[src/rtl/csum_pkg.sv]
package csum_pkg;
    localparam logic [3:0] RA_SRC_L = 4'h0;
    localparam logic [3:0] RA_SRC_H = 4'h1;
    localparam logic [3:0] RA_LST_L = 4'h2;
    localparam logic [3:0] RA_LST_H = 4'h3;
    localparam logic [3:0] RA_RGB_L = 4'h4;
    localparam logic [3:0] RA_RGB_H = 4'h5;
    localparam logic [3:0] RA_RGE_L = 4'h6;
    localparam logic [3:0] RA_RGE_H = 4'h7;
    localparam logic [3:0] RA_CTRL  = 4'h8;
    localparam logic [3:0] RA_IEN   = 4'h9;
    localparam logic [3:0] RA_STAT  = 4'hA;
    localparam logic [3:0] RA_SUM_L = 4'hB;
    localparam logic [3:0] RA_SUM_H = 4'hC;

    localparam int CTRL_RUN = 0;
    localparam int CTRL_SEL = 1;
    localparam int IEN_LOC  = 0;
    localparam int IEN_GLB  = 1;
endpackage

[src/rtl/csum_addr_walk.sv]
module csum_addr_walk #(
    parameter int AW = 13
) (
    input  logic          clk,
    input  logic          rst_n,
    input  logic          load_i,
    input  logic [AW-1:0] first_i,
    input  logic [AW-1:0] last_i,
    input  logic [AW-1:0] ring_lo_i,
    input  logic [AW-1:0] ring_hi_i,
    output logic          rd_en_o,
    output logic [AW-1:0] rd_addr_o,
    output logic          final_o
);
    typedef struct packed {
        logic          act;
        logic [AW-1:0] addr;
    } walk_t;

    walk_t s_d, s_q;

    always_comb begin
        s_d       = s_q;
        rd_en_o   = s_q.act;
        rd_addr_o = s_q.addr;
        final_o   = s_q.act && (s_q.addr == last_i);
        if (load_i) begin
            s_d.act  = 1'b1;
            s_d.addr = first_i;
        end else if (s_q.act) begin
            if (final_o)
                s_d.act = 1'b0;
            else if (s_q.addr == ring_hi_i)
                s_d.addr = ring_lo_i;
            else
                s_d.addr = s_q.addr + AW'(1);
        end
    end

    always_ff @(posedge clk) begin
        if (!rst_n) s_q <= '0;
        else        s_q <= s_d;
    end

    a_r3_stride: assert property (@(posedge clk) disable iff (!rst_n)
        (rd_en_o && $past(rd_en_o) && ($past(rd_addr_o) != $past(ring_hi_i)))
        |-> (rd_addr_o == $past(rd_addr_o) + AW'(1)));

    a_r4_wrap: assert property (@(posedge clk) disable iff (!rst_n)
        (rd_en_o && $past(rd_en_o) && ($past(rd_addr_o) == $past(ring_hi_i)))
        |-> (rd_addr_o == ring_lo_i));

    a_r4_stop_at_last: assert property (@(posedge clk) disable iff (!rst_n)
        (rd_en_o && (rd_addr_o == last_i) && !load_i) |=> !rd_en_o);
endmodule

[src/rtl/csum_fold_acc.sv]
module csum_fold_acc #(
    parameter int W = 16
) (
    input  logic           clk,
    input  logic           rst_n,
    input  logic           clear_i,
    input  logic           take_i,
    input  logic           last_i,
    input  logic [W/2-1:0] byte_i,
    output logic           done_o,
    output logic [W-1:0]   sum_o
);
    localparam int BW = W / 2;

    typedef struct packed {
        logic          vld;
        logic          lst;
        logic          odd;
        logic [BW-1:0] hi;
        logic [W-1:0]  acc;
    } acc_t;

    acc_t        s_d, s_q;
    logic [W-1:0] word;
    logic [W:0]   wide;
    logic [W-1:0] folded;

    always_comb begin
        s_d    = s_q;
        s_d.vld = take_i;
        s_d.lst = last_i;
        word   = s_q.odd ? {s_q.hi, byte_i} : {byte_i, BW'(0)};
        wide   = {1'b0, s_q.acc} + {1'b0, word};
        folded = wide[W-1:0] + W'(wide[W]);
        done_o = s_q.vld && s_q.lst;
        sum_o  = (s_q.vld && (s_q.odd || s_q.lst)) ? folded : s_q.acc;
        if (clear_i) begin
            s_d.acc = '0;
            s_d.odd = 1'b0;
            s_d.hi  = '0;
        end else if (s_q.vld) begin
            if (s_q.lst) begin
                s_d.acc = folded;
                s_d.odd = 1'b0;
            end else if (s_q.odd) begin
                s_d.acc = folded;
                s_d.odd = 1'b0;
            end else begin
                s_d.hi  = byte_i;
                s_d.odd = 1'b1;
            end
        end
    end

    always_ff @(posedge clk) begin
        if (!rst_n) s_q <= '0;
        else        s_q <= s_d;
    end

    a_r1_done_pulse: assert property (@(posedge clk) disable iff (!rst_n)
        done_o |=> !done_o);

    a_r1_hold_idle: assert property (@(posedge clk) disable iff (!rst_n)
        (!s_q.vld && !clear_i) |=> $stable(s_q.acc));

    a_r2_pair_reset: assert property (@(posedge clk) disable iff (!rst_n)
        done_o |=> !s_q.odd);
endmodule

[src/rtl/csum_dma.sv]
module csum_dma #(
    parameter int AW = 13,
    parameter int SW = 16
) (
    input  logic          clk,
    input  logic          rst_n,
    input  logic          reg_wr,
    input  logic [3:0]    reg_addr,
    input  logic [7:0]    reg_wdata,
    output logic [7:0]    reg_rdata,
    output logic          rd_en,
    output logic [AW-1:0] rd_addr,
    input  logic [7:0]    rd_data,
    output logic          irq
);
    import csum_pkg::*;

    localparam int HW = AW - 8;

    typedef struct packed {
        logic [AW-1:0] src;
        logic [AW-1:0] lst;
        logic [AW-1:0] rgb;
        logic [AW-1:0] rge;
        logic          run;
        logic          sel;
        logic          loc;
        logic          glb;
        logic          flag;
        logic [SW-1:0] res;
    } top_t;

    top_t         s_d, s_q;
    logic         idle_wr;
    logic         fire;
    logic         fin;
    logic         done;
    logic [SW-1:0] sum;

    csum_addr_walk #(.AW(AW)) u_walk (
        .clk       (clk),
        .rst_n     (rst_n),
        .load_i    (fire),
        .first_i   (s_q.src),
        .last_i    (s_q.lst),
        .ring_lo_i (s_q.rgb),
        .ring_hi_i (s_q.rge),
        .rd_en_o   (rd_en),
        .rd_addr_o (rd_addr),
        .final_o   (fin)
    );

    csum_fold_acc #(.W(SW)) u_acc (
        .clk     (clk),
        .rst_n   (rst_n),
        .clear_i (fire),
        .take_i  (rd_en),
        .last_i  (fin),
        .byte_i  (rd_data),
        .done_o  (done),
        .sum_o   (sum)
    );

    always_comb begin
        s_d     = s_q;
        idle_wr = reg_wr && !s_q.run;
        fire    = idle_wr && (reg_addr == RA_CTRL)
                  && reg_wdata[CTRL_RUN] && reg_wdata[CTRL_SEL];
        if (idle_wr) begin
            case (reg_addr)
                RA_SRC_L: s_d.src[7:0]    = reg_wdata;
                RA_SRC_H: s_d.src[AW-1:8] = reg_wdata[HW-1:0];
                RA_LST_L: s_d.lst[7:0]    = reg_wdata;
                RA_LST_H: s_d.lst[AW-1:8] = reg_wdata[HW-1:0];
                RA_RGB_L: s_d.rgb[7:0]    = reg_wdata;
                RA_RGB_H: s_d.rgb[AW-1:8] = reg_wdata[HW-1:0];
                RA_RGE_L: s_d.rge[7:0]    = reg_wdata;
                RA_RGE_H: s_d.rge[AW-1:8] = reg_wdata[HW-1:0];
                RA_CTRL: begin
                    s_d.sel = reg_wdata[CTRL_SEL];
                    s_d.run = fire;
                end
                default: ;
            endcase
        end
        if (reg_wr && reg_addr == RA_IEN) begin
            s_d.loc = reg_wdata[IEN_LOC];
            s_d.glb = reg_wdata[IEN_GLB];
        end
        if (reg_wr && reg_addr == RA_STAT)
            s_d.flag = reg_wdata[0];
        if (done) begin
            s_d.run  = 1'b0;
            s_d.flag = 1'b1;
            s_d.res  = ~sum;
        end
    end

    always_ff @(posedge clk) begin
        if (!rst_n) s_q <= '0;
        else        s_q <= s_d;
    end

    assign irq = s_q.flag && s_q.loc && s_q.glb;

    always_comb begin
        case (reg_addr)
            RA_SRC_L: reg_rdata = s_q.src[7:0];
            RA_SRC_H: reg_rdata = 8'(s_q.src[AW-1:8]);
            RA_LST_L: reg_rdata = s_q.lst[7:0];
            RA_LST_H: reg_rdata = 8'(s_q.lst[AW-1:8]);
            RA_RGB_L: reg_rdata = s_q.rgb[7:0];
            RA_RGB_H: reg_rdata = 8'(s_q.rgb[AW-1:8]);
            RA_RGE_L: reg_rdata = s_q.rge[7:0];
            RA_RGE_H: reg_rdata = 8'(s_q.rge[AW-1:8]);
            RA_CTRL:  reg_rdata = {6'b0, s_q.sel, s_q.run};
            RA_IEN:   reg_rdata = {6'b0, s_q.glb, s_q.loc};
            RA_STAT:  reg_rdata = {7'b0, s_q.flag};
            RA_SUM_L: reg_rdata = s_q.res[7:0];
            RA_SUM_H: reg_rdata = s_q.res[SW-1:8];
            default:  reg_rdata = 8'h00;
        endcase
    end

    a_r8_no_fetch_idle: assert property (@(posedge clk) disable iff (!rst_n)
        !s_q.run |-> !rd_en);

    a_r5_flag_on_finish: assert property (@(posedge clk) disable iff (!rst_n)
        $fell(s_q.run) |-> s_q.flag);

    a_r7_ptr_hold: assert property (@(posedge clk) disable iff (!rst_n)
        (s_q.run && $past(s_q.run)) |-> ($stable(s_q.src) && $stable(s_q.lst)
                                          && $stable(s_q.rgb) && $stable(s_q.rge)));

    a_r6_irq_needs_flag: assert property (@(posedge clk) disable iff (!rst_n)
        !s_q.flag |-> !irq);
endmodule

[config.mk]
export PLATFORM = sky130hd
export DESIGN_NAME = csum_dma
export DESIGN_NICKNAME = d
export VERILOG_FILES = /design/src/rtl/csum_pkg.sv /design/src/rtl/csum_addr_walk.sv /design/src/rtl/csum_fold_acc.sv /design/src/rtl/csum_dma.sv
export SDC_FILE = /design/constraint.sdc
export NUM_CORES = 1
export LEC_CHECK = 0
export ABC_AREA = 1
export CORE_MARGIN = 8
export CORE_UTILIZATION = 60
export CTS_CLUSTER_SIZE = 30
export DETAILED_ROUTE_END_ITERATION = 6
export DONT_BUFFER_PORTS = 1
export PLACE_DENSITY = 0.84
export SETUP_SLACK_MARGIN = 0.2
export SLEW_MARGIN = 20
export SYNTH_ARGS = -nofsm -noshare
export SYNTH_HDL_FRONTEND = slang
export SYNTH_SLANG_ARGS = --single-unit
[constraint.sdc]
create_clock -name clk -period 4.75 [get_ports clk]
set_clock_uncertainty 0.2 [all_clocks]
set_input_delay 0.475 -clock clk [delete_from_list [all_inputs] [get_ports clk]]
set_output_delay 0.475 -clock clk [all_outputs]
set_load 0.005 [all_outputs]
==> flow_metrics.tcl, run 1 <==
set metrics [dict create \
    status "finished, final reports clean" \
    drive_gt1_share_pct 8.46 \
    grt_pass1_wl_mm 34.9 \
    grt_overflow 0 \
    io_pins 46 \
    p_leak_nw 3.25 \
    cts_setup_buffers 0 \
    synth_cells 1053 \
    tightestPinTransition_ns 0.991 \
    grt_pass1_vias 6546 \
    yosys_warnings 0 \
    finalSetupTns_ns 0 \
    htreeDepth 4 \
    ys_ff_latch 114 \
    synth_area_per_cell_um2 6.57 \
    cts_root_buf "clkbuf_16" \
    antenna_found_initial 0 \
    drcViolationCount 0 \
    vias 7241 \
    power_density_nw_per_um2 324 \
    finalCritPeriodShare_pct 86.6 \
    setup_viol 0 \
    fin_ws_ns 0.639 \
    clk_pin_slew_ns 0.06 \
    dr.pass1.iters 5 \
    row_count 39 \
    hold_violations 0 \
    synth_edf_count 0 \
    cts_inserted_buffers 17 \
    period_needed_ns 4.11 \
    wl_met1_mm 9.47 \
    cap_violations 0 \
    rsz0062_at_grt "no" \
    irDropWorstVdd_v 0.000423 \
    path_max_fanout 19 \
    setup.worst_path.end_class "register" \
    gp_congestion 0.978 \
    fin_nets 1094 \
    port_buffers 0 \
    vias_per_cell 6.00 \
    met3_length_mm 2.69 \
    critical_path_arrival_ns 4.20 \
    cp.required_ns 4.84 \
    initial_utilization_pct 61.1 \
    coreArea_um2 11300 \
    final_antenna_net_count 0 \
    drt-total-wl_mm 22.4 \
    dp_hpwl_mm 16.7 \
    dr_wl_met2_mm 9.55 \
    postSynth.asyncResetShare_pct 0 \
    antenna_cells 0 \
    topRoutingLayerUsed "met4" \
    setup.worst_path.class "register to register" \
    ys_types 44 \
    die_w_um 123 \
    cts_buffer_depth 2 \
    drt_iter0_drc 936 \
    syn_to_final_growth_pct 11.0 \
    place_ws_ns 0.685 \
    seq_area_frac_synth_pct 33.0 \
    grt_usage_pct 30.0 \
    setup.worst_path.start_class "register" \
    synthesis.area_um2 6920 \
    slew_violations 0 \
    wl_per_cell_um 18.6 \
    dieArea_um2 15200 \
    clock.fmax_ghz 0.243 \
    max-slew-margin-rel_pct 33.4 \
    grt_max_degree 51 \
    hp-class "input port to register" \
    syn_nets 1096 \
    yosys_most_used_dff "dfxtp_1" \
    cts_tree "done" \
    clock_latency_ns 0.42 \
    die_h_um 123 \
    cts_sinks 114 \
]
-- worst paths after layout --
| kind | depth (start not counted) | slack, ns | to | startpoint |
|---|---|---|---|---|
| worst min register to register | 2 | 0.26 | s_q[9]$_SDFFE_PN0P_ | s_q[9]$_SDFFE_PN0P_ |
| worst min-delay path | 2 | 0.002 | s_q[30]$_SDFFE_PN0P_ | reg_wdata[1] |
| worst max-delay path | 22 | 0.64 | s_q[12]$_SDFFE_PN0P_ | u_acc.s_q[24]$_SDFFE_PP0P_ |
| worst max register to register | 22 | 0.64 | s_q[12]$_SDFFE_PN0P_ | u_acc.s_q[24]$_SDFFE_PP0P_ |
-- placed cells by master, fill, tap and decap left out, drive strengths merged, types with 8 or more instances in the layout --
cell type / n
ha: 19
o2111ai: 8
nand3: 77
a21oi: 94
o211ai: 8
mux2: 8
nand4: 13
nor2: 100
clkbuf: 23
dfxtp: 114
nor3: 11
o21ai: 83
o22ai: 28
xor2: 15
inv: 167
nand2: 253
-- logic make-up after synthesis --
group	share of synthesized area, %
XOR/XNOR	2.66
AND/OR/NAND/NOR	29.7
flip-flops	33.0
AO/OA/AOI/OAI	18.7
multiplexers	1.45
buffers and inverters	10.8
adder cells (fa/ha/maj)	3.73
-- cell usage after synthesis (3+ instances only) --
| cell type | count | area (um2) |
|---|---|---|
| o2111ai_1 | 8 | 70.1 |
| nand2_1 | 241 | 905 |
| inv_1 | 157 | 589 |
| nand3b_1 | 3 | 22.5 |
| o211ai_1 | 7 | 52.6 |
| nor2_4 | 3 | 33.8 |
| nand2_2 | 10 | 62.6 |
| nand3_1 | 69 | 345 |
| clkbuf_1 | 16 | 60.1 |
| o21ai_0 | 76 | 380 |
| buf_2 | 8 | 40.0 |
| nor2_1 | 88 | 330 |
| nand4_1 | 13 | 81.3 |
| a21oi_1 | 93 | 465 |
| a221oi_1 | 5 | 43.8 |
| ha_1 | 19 | 238 |
| o22ai_1 | 28 | 175 |
| xor2_1 | 15 | 131 |
| nand3_2 | 7 | 70.1 |
| mux2_2 | 8 | 90.1 |
| dfxtp_1 | 114 | 2280 |
| o21ai_1 | 5 | 25.0 |
| nor2_2 | 9 | 56.3 |
| xnor2_1 | 6 | 52.6 |
| nor3_1 | 9 | 45.0 |
| buf_1 | 3 | 11.3 |
| inv_2 | 10 | 37.5 |
-- cell type report --
| type | instances | area [um2] |
|---|---|---|
| clock buffer | 23 | 488 |
| inverter | 167 | 627 |
| tap | 143 | 179 |
| timing repair buffer | 7 | 62.6 |
| fill | 988 | 3640 |
| sequential | 114 | 2280 |
| multi-input combinational | 744 | 3890 |
| clock inverter | 9 | 151 |
-- routing by layer --
metal	track usage [%]	vias to the layer above
li1	-	3449
met4	12.5	0
met5	0	-
met2	43.8	407
met3	9.36	68
met1	40.1	3317
-- timing repair --
action                     4_1_cts  5_1_grt
hold buffers                     4        0
hold endpoints to repair        10        0
setup endpoints to repair        0        0
gates resized for setup          0        0
-- flip-flops by register name (all words and copies together) (netlist names) --
| register | flops |
|---|---|
| u_acc.s_q | 27 |
| u_walk.rd_en_o | 1 |
| u_walk.rd_addr_o | 13 |
| s_q | 73 |
-- power breakdown --
| part | switching (W) | leakage [nW] | internal, W |
|---|---|---|---|
| clock network | 0.000452 | 0.313 | 0.000931 |
| registers | 0.00000718 | 0.920 | 0.000967 |
| logic | 0.0000961 | 2.01 | 0.0000376 |
| total | 0.000556 | 3.25 | 0.00194 |
-- critical path, stage by stage, from the launching register on --
cell	delay (ns)
dfxtp_1	0.74
mux2_2	0.41
ha_1	0.38
nand2_1	0.13
nor2_2	0.15
and2_1	0.14
nand2_1	0.06
nand2_1	0.08
a21oi_1	0.06
o21bai_1	0.15
ha_1	0.19
ha_1	0.18
inv_1	0.05
nor2_2	0.11
nand3_2	0.11
nor2_4	0.13
nand3_4	0.11
nor2_4	0.12
nand2_1	0.08
o21ai_1	0.11
nand3_1	0.10
nand3_1	0.10
o21ai_1	0.09
-- metrics by stage --
stage | total power [W] | std cells | area (um2) | util, % | hold slack, ns
floorplan | 0.00109 | 1053 | 6920 | - | 0.226
global placement | 0.00112 | 1171 | 7000 | 61.8 | 0.243
detailed placement | 0.00112 | 1171 | 7000 | 61.8 | 0.251
CTS | 0.00249 | 1207 | 7680 | 67.8 | 0.00255
global route | 0.00255 | 1207 | 7680 | 67.8 | 0.00681
finish | 0.00249 | 1207 | 7680 | 67.8 | 0.00166
(Power assumes the default switching activity.)
==> run 2: changes to the inputs <==
--- a/config.mk
+++ b/config.mk
@@ -6,7 +6,6 @@
 export NUM_CORES = 1
 export LEC_CHECK = 0
 export ABC_AREA = 1
-export CORE_MARGIN = 8
 export CORE_UTILIZATION = 60
 export CTS_CLUSTER_SIZE = 30
 export DETAILED_ROUTE_END_ITERATION = 6
==> constraint.sdc (replaced) <==
create_clock -name clk -period 4.75 [get_ports clk]
set_clock_uncertainty 0.2 [all_clocks]
set_input_delay 0.2375 -clock clk [delete_from_list [all_inputs] [get_ports clk]]
set_output_delay 0.2375 -clock clk [all_outputs]
set_load 0.005 [all_outputs]
==> run 2 against run 1 <==
Compared with the run above: die area shrank 21%; clock-buffer cell count shrank 1; the run now ends with design-rule violations left; largest cell class unchanged; utilization up 2.6 points.
==> flow_metrics.tcl, run 2 (synthesis gave the netlist of run 1 again) <==
set metrics [dict create \
    status "finished, violations left" \
    violations "design-rule violations" \
    cts_root_buf "clkbuf_16" \
    rsz0062_at_grt "no" \
    cts_setup_buffers 0 \
    finalCritPeriodShare_pct 86.2 \
    syn_to_final_growth_pct 12.3 \
    power_w 0.00234 \
    setup.worst_path.class "register to register" \
    initial_utilization_pct 62.7 \
    cts_inserted_buffers 17 \
    place_area_um2 6990 \
    wl_per_cell_um 18.1 \
    hold_violations 0 \
    cts_buffer_depth 2 \
    clock_latency_ns 0.42 \
    clock.fmax_ghz 0.244 \
    period_needed_ns 4.10 \
    power_density_nw_per_um2 301 \
    antenna_found_initial 0 \
    layoutNonFillerInstCount 1218 \
    irDropWorstVdd_v 0.000264 \
    cts_tree "done" \
    drive_gt1_share_pct 7.98 \
    grt_max_degree 55 \
    layout_commonest_cell "nand2_1" \
    critical_path_arrival_ns 4.20 \
    grt_overflow 0 \
    port_buffers 0 \
    p_leak_nw 3.28 \
    grt_usage_pct 38.4 \
    io_pins 46 \
    dieArea_um2 12000 \
    slew_violations 0 \
    regMostFlops "s_q" \
    drt-total-wl_mm 22.1 \
    fin_nets 1111 \
    cp.required_ns 4.85 \
    multi_input_area_um2 3890 \
    final_cell_mix "241 x nand2_1, 157 x inv_1, 114 x dfxtp_1" \
    n_fill_cell 927 \
    dr.pass1.iters 7 \
    htreeDepth 4 \
    design_area_um2 7770 \
    grt_pass1_vias 6596 \
    max-slew-margin-rel_pct 35.7 \
    row_count 38 \
    vias_per_cell 6.06 \
    path_max_fanout 19 \
    vias 7386 \
    antenna_cells 0 \
    regArea_um2 2280 \
    finalSetupTns_ns 0 \
    largest_register_ffs 73 \
    die_h_um 109 \
    final_antenna_net_count 0 \
    cts-hold-fix-buffers 22 \
    drt_iter0_drc 974 \
    setup.worst_path.end_class "register" \
    hp-class "input port to register" \
    cap_violations 0 \
    gp_congestion 0.993 \
    setup_viol 0 \
    dp.cells 1167 \
    clk_pin_slew_ns 0.05 \
    tightestPinTransition_ns 0.957 \
    setup.worst_path.start_class "register" \
    dp_hpwl_mm 16.0 \
    grt_pass1_wl_mm 34.2 \
    coreArea_um2 11000 \
    drcViolationCount 3 \
    cts_sinks 114 \
    die_w_um 109 \
    cts.repair.resized 0 \
]
[run 2: changes by cell type in the layout (fill, tap and decap cells not counted)]
cell	change
clkbuf_1	+1
clkinvlp_4	-1
dlygate4sd3_1	+17
clkinv_2	+2
buf_4	-1
clkbuf_8	-2
bufinv_16	-2
buf_12	+1
clkinv_4	-1
[run 2: routing by layer]
metal  global-route usage [%]  up-vias  share of wire, %  wire length (um)
li1                         -     3493                 -                 -
met1                     54.7     3381                43              9530
met2                     55.8      449                42              9250
met3                     10.6       63                13              2780
met4                     12.0        0               2.4               531
met5                        0        -                 0                 0
[run 2: worst max-delay path, stage by stage, from the launching register on]
cell and delay (ns):
dfxtp_1 0.76, mux2_2 0.41, ha_1 0.38, nand2_1 0.13, nor2_2 0.15, and2_1 0.14, nand2_1 0.06, nand2_1 0.08
a21oi_1 0.07, o21bai_1 0.14, ha_1 0.18, ha_1 0.18, inv_1 0.06, nor2_2 0.11, nand3_2 0.11, nor2_4 0.13
nand3_4 0.11, nor2_4 0.12, nand2_1 0.07, o21ai_1 0.11, nand3_1 0.10, nand3_1 0.10, o21ai_1 0.07
[run 2: final timing paths]
path / slack, ns / end / startpoint / depth (start not counted)
worst max-delay path: 0.65 / s_q[12]$_SDFFE_PN0P_ / u_acc.s_q[24]$_SDFFE_PP0P_ / 22
worst min-delay path: 0.03 / s_q[16]$_SDFFE_PN0P_ / reg_addr[3] / 5
worst max register to register: 0.65 / s_q[12]$_SDFFE_PN0P_ / u_acc.s_q[24]$_SDFFE_PP0P_ / 22
worst min register to register: 0.26 / s_q[9]$_SDFFE_PN0P_ / s_q[9]$_SDFFE_PN0P_ / 2
[run 2: final cells by class]
type / count / area share (%)
clock buffer: 22 / 5.97
inverter: 167 / 8.07
sequential: 114 / 29.4
clock inverter: 7 / 1.10
multi-input combinational: 744 / 50.1
tap: 140 / 2.25
timing repair buffer: 24 / 3.16
[run 2: metrics by stage]
| step | setup slack [ns] | hold WS [ns] | util, % |
|---|---|---|---|
| after floorplan | 1.21 | 0.172 | - |
| after global placement | 0.798 | 0.161 | 63.4 |
| after detailed placement | 0.673 | 0.166 | 63.4 |
| after CTS | 0.683 | 0.00797 | 70.4 |
| after global routing | 0.286 | 0.0519 | 70.4 |
| final | 0.654 | 0.0282 | 70.4 |
[run 2: power by group]
| part | internal [W] | switching, W |
|---|---|---|
| Sequential | 0.000967 | 0.00000697 |
| Clock | 0.000783 | 0.000424 |
| Combinational | 0.0000478 | 0.000113 |
| Total | 0.00180 | 0.000544 |
==> run 3: changes to the inputs <==
--- a/config.mk
+++ b/config.mk
@@ -6,11 +6,13 @@
 export NUM_CORES = 1
 export LEC_CHECK = 0
 export ABC_AREA = 1
-export CORE_UTILIZATION = 60
+export CELL_PAD_IN_SITES_DETAIL_PLACEMENT = 2
+export CELL_PAD_IN_SITES_GLOBAL_PLACEMENT = 2
+export CORE_UTILIZATION = 36
 export CTS_CLUSTER_SIZE = 30
 export DETAILED_ROUTE_END_ITERATION = 6
 export DONT_BUFFER_PORTS = 1
-export PLACE_DENSITY = 0.84
+export PLACE_DENSITY = 0.89
 export SETUP_SLACK_MARGIN = 0.2
 export SLEW_MARGIN = 20
 export SYNTH_ARGS = -nofsm -noshare
==> run 3 against run 2 <==
Compared with the run above: the flow now finishes without violations; clock power up 13%; flip-flop and latch count stayed put; via count up 6.4%; sequential share of layout area decreased by 0.73 points; routed wire length grew 54%; combinational power rose by 13%; die area rose by 65%; cell count up 8.2%.
==> flow_metrics.tcl, run 3 (synthesis gave the netlist of run 1 again) <==
set metrics [dict create \
    status "finished, final reports clean" \
    die_h_um 141 \
    drt_iter0_drc 512 \
    finalSetupTns_ns 0 \
    setup_viol 0 \
    irDropWorstVdd_v 0.000282 \
    cp.required_ns 4.87 \
    regArea_um2 2290 \
    hold_violations 0 \
    final_antenna_net_count 0 \
    layout_commonest_cell "nand2_1" \
    grt_max_degree 52 \
    drive_gt1_share_pct 8.59 \
    die_w_um 141 \
    io_pins 46 \
    crit_end "s_q[14]$_SDFFE_PN0P_" \
    reg2reg_to "s_q[14]$_SDFFE_PN0P_" \
    drcViolationCount 0 \
    final_cell_mix "241 x nand2_1, 157 x inv_1, 113 x dfxtp_1" \
    cap_violations 0 \
    hp-class "input port to register" \
    cts_root_buf "clkbuf_16" \
    fin_nets 1114 \
    antenna_found_initial 0 \
    p_leak_nw 3.32 \
    r2r_slack_ns 0.55 \
    clock.fmax_ghz 0.238 \
    drt-total-wl_mm 34.0 \
    port_buffers 0 \
    cts_tree "done" \
    vias 7859 \
    period_needed_ns 4.20 \
    clk_pin_slew_ns 0.06 \
    crit_start "u_acc.s_q[24]$_SDFFE_PP0P_" \
    path_max_fanout 19 \
    grt_pass1_vias 8740 \
    vias_per_cell 5.96 \
    rsz0062_at_grt "no" \
    setup.worst_path.start_class "register" \
    dp_hpwl_mm 22.4 \
    dieArea_um2 19800 \
    cts_inserted_buffers 17 \
    largest_register_ffs 73 \
    coreArea_um2 18800 \
    tightestPinTransition_ns 0.991 \
    cts_buffer_depth 2 \
    layoutNonFillerInstCount 1318 \
    ff2ff_path_depth 22 \
    critical_path_arrival_ns 4.32 \
    initial_utilization_pct 36.9 \
    setup.worst_path.class "register to register" \
    setup.worst_path.end_class "register" \
    syn_to_final_growth_pct 15.3 \
    regMostFlops "s_q" \
    gp_congestion 0.912 \
    cts_sinks 114 \
    multi_input_area_um2 3900 \
    grt_overflow 0 \
    max-slew-margin-rel_pct 33.8 \
    htreeDepth 4 \
    row_count 50 \
    n_fill_cell 2220 \
    power_w 0.00252 \
    grt_usage_pct 35.5 \
    dp.cells 1262 \
    finalCritPeriodShare_pct 88.5 \
    power_density_nw_per_um2 316 \
    wl_per_cell_um 25.8 \
    reg2reg_from "u_acc.s_q[24]$_SDFFE_PP0P_" \
    grt_pass1_wl_mm 52.2 \
    clock_latency_ns 0.44 \
    slew_violations 0 \
    dr.pass1.iters 5 \
]
[run 3: through the flow]
stage	cell area, um2	hold slack (ns)	util [%]	worst slack [ns]
2_1_floorplan	6920	0.172	-	1.21
6_report	7980	0.0346	42.5	0.548
5_1_grt	7980	0.0251	42.5	0.310
4_1_cts	7970	0.00202	42.5	0.222
3_3_place_gp	7120	0.169	37.9	0.686
3_5_place_dp	7120	0.172	37.9	0.509
[run 3: worst max-delay path, cell delays in order, from the launching register on]
cell,delay [ns]
dfxtp_4,0.48
mux2_2,0.37
ha_1,0.40
nand2_1,0.14
nor2_2,0.17
and2_1,0.14
nand2_1,0.06
nand2_1,0.08
a21oi_1,0.07
o21bai_1,0.15
ha_1,0.20
ha_1,0.21
inv_1,0.07
nor2_2,0.12
nand3_2,0.12
nor2_4,0.14
nand3_4,0.13
nor3_4,0.22
nand3_1,0.14
nand2_1,0.12
nand3_2,0.09
nand3_1,0.13
nand2_1,0.09
[run 3: worst min path at each step]
stage                 start                                end  slack [ns]  depth (start not counted)
2_1_floorplan  reg_wdata[2]               s_q[62]$_SDFFE_PN0P_        0.17                          2
3_3_place_gp          rst_n  u_walk.rd_addr_o[12]$_SDFFE_PN0P_        0.17                          2
3_5_place_dp          rst_n  u_walk.rd_addr_o[12]$_SDFFE_PN0P_        0.17                          2
4_1_cts        reg_wdata[1]               s_q[20]$_SDFFE_PP0P_       0.002                          2
5_1_grt               rst_n   u_walk.rd_addr_o[6]$_SDFFE_PN0P_        0.03                          2
6_report        reg_addr[0]               s_q[42]$_SDFFE_PN0P_        0.03                          4
[run 3: per-layer routing]
metal	GRT usage (%)	routed length (um)
met5	0	0
met4	17.7	1300
met3	8.15	2200
met2	59.5	16300
met1	42.7	14200
[run 3: layout make-up]
cell class | count | share of cell area [%]
clock inverters | 10 | 1.66
well taps | 234 | 3.67
flip-flops and latches | 114 | 28.6
clock buffers | 21 | 5.90
inverters | 167 | 7.86
multi-input cells | 744 | 48.8
diodes | 1 | 0.0314
repair buffers | 27 | 3.42
[run 3: what timing repair did]
action | 4_1_cts | 5_1_grt
hold buffers | 24 | 0
setup buffers | 0 | 0
setup endpoints to repair | 0 | 14
endpoints found under the hold margin | 77 | 0
gates resized for setup | 0 | 2
[run 3: report_power, final]
part           switching (W)  internal, W  leakage (nW)
sequential        0.00000833     0.000966         0.921
combinational       0.000133    0.0000489          2.11
clock               0.000510     0.000859         0.291
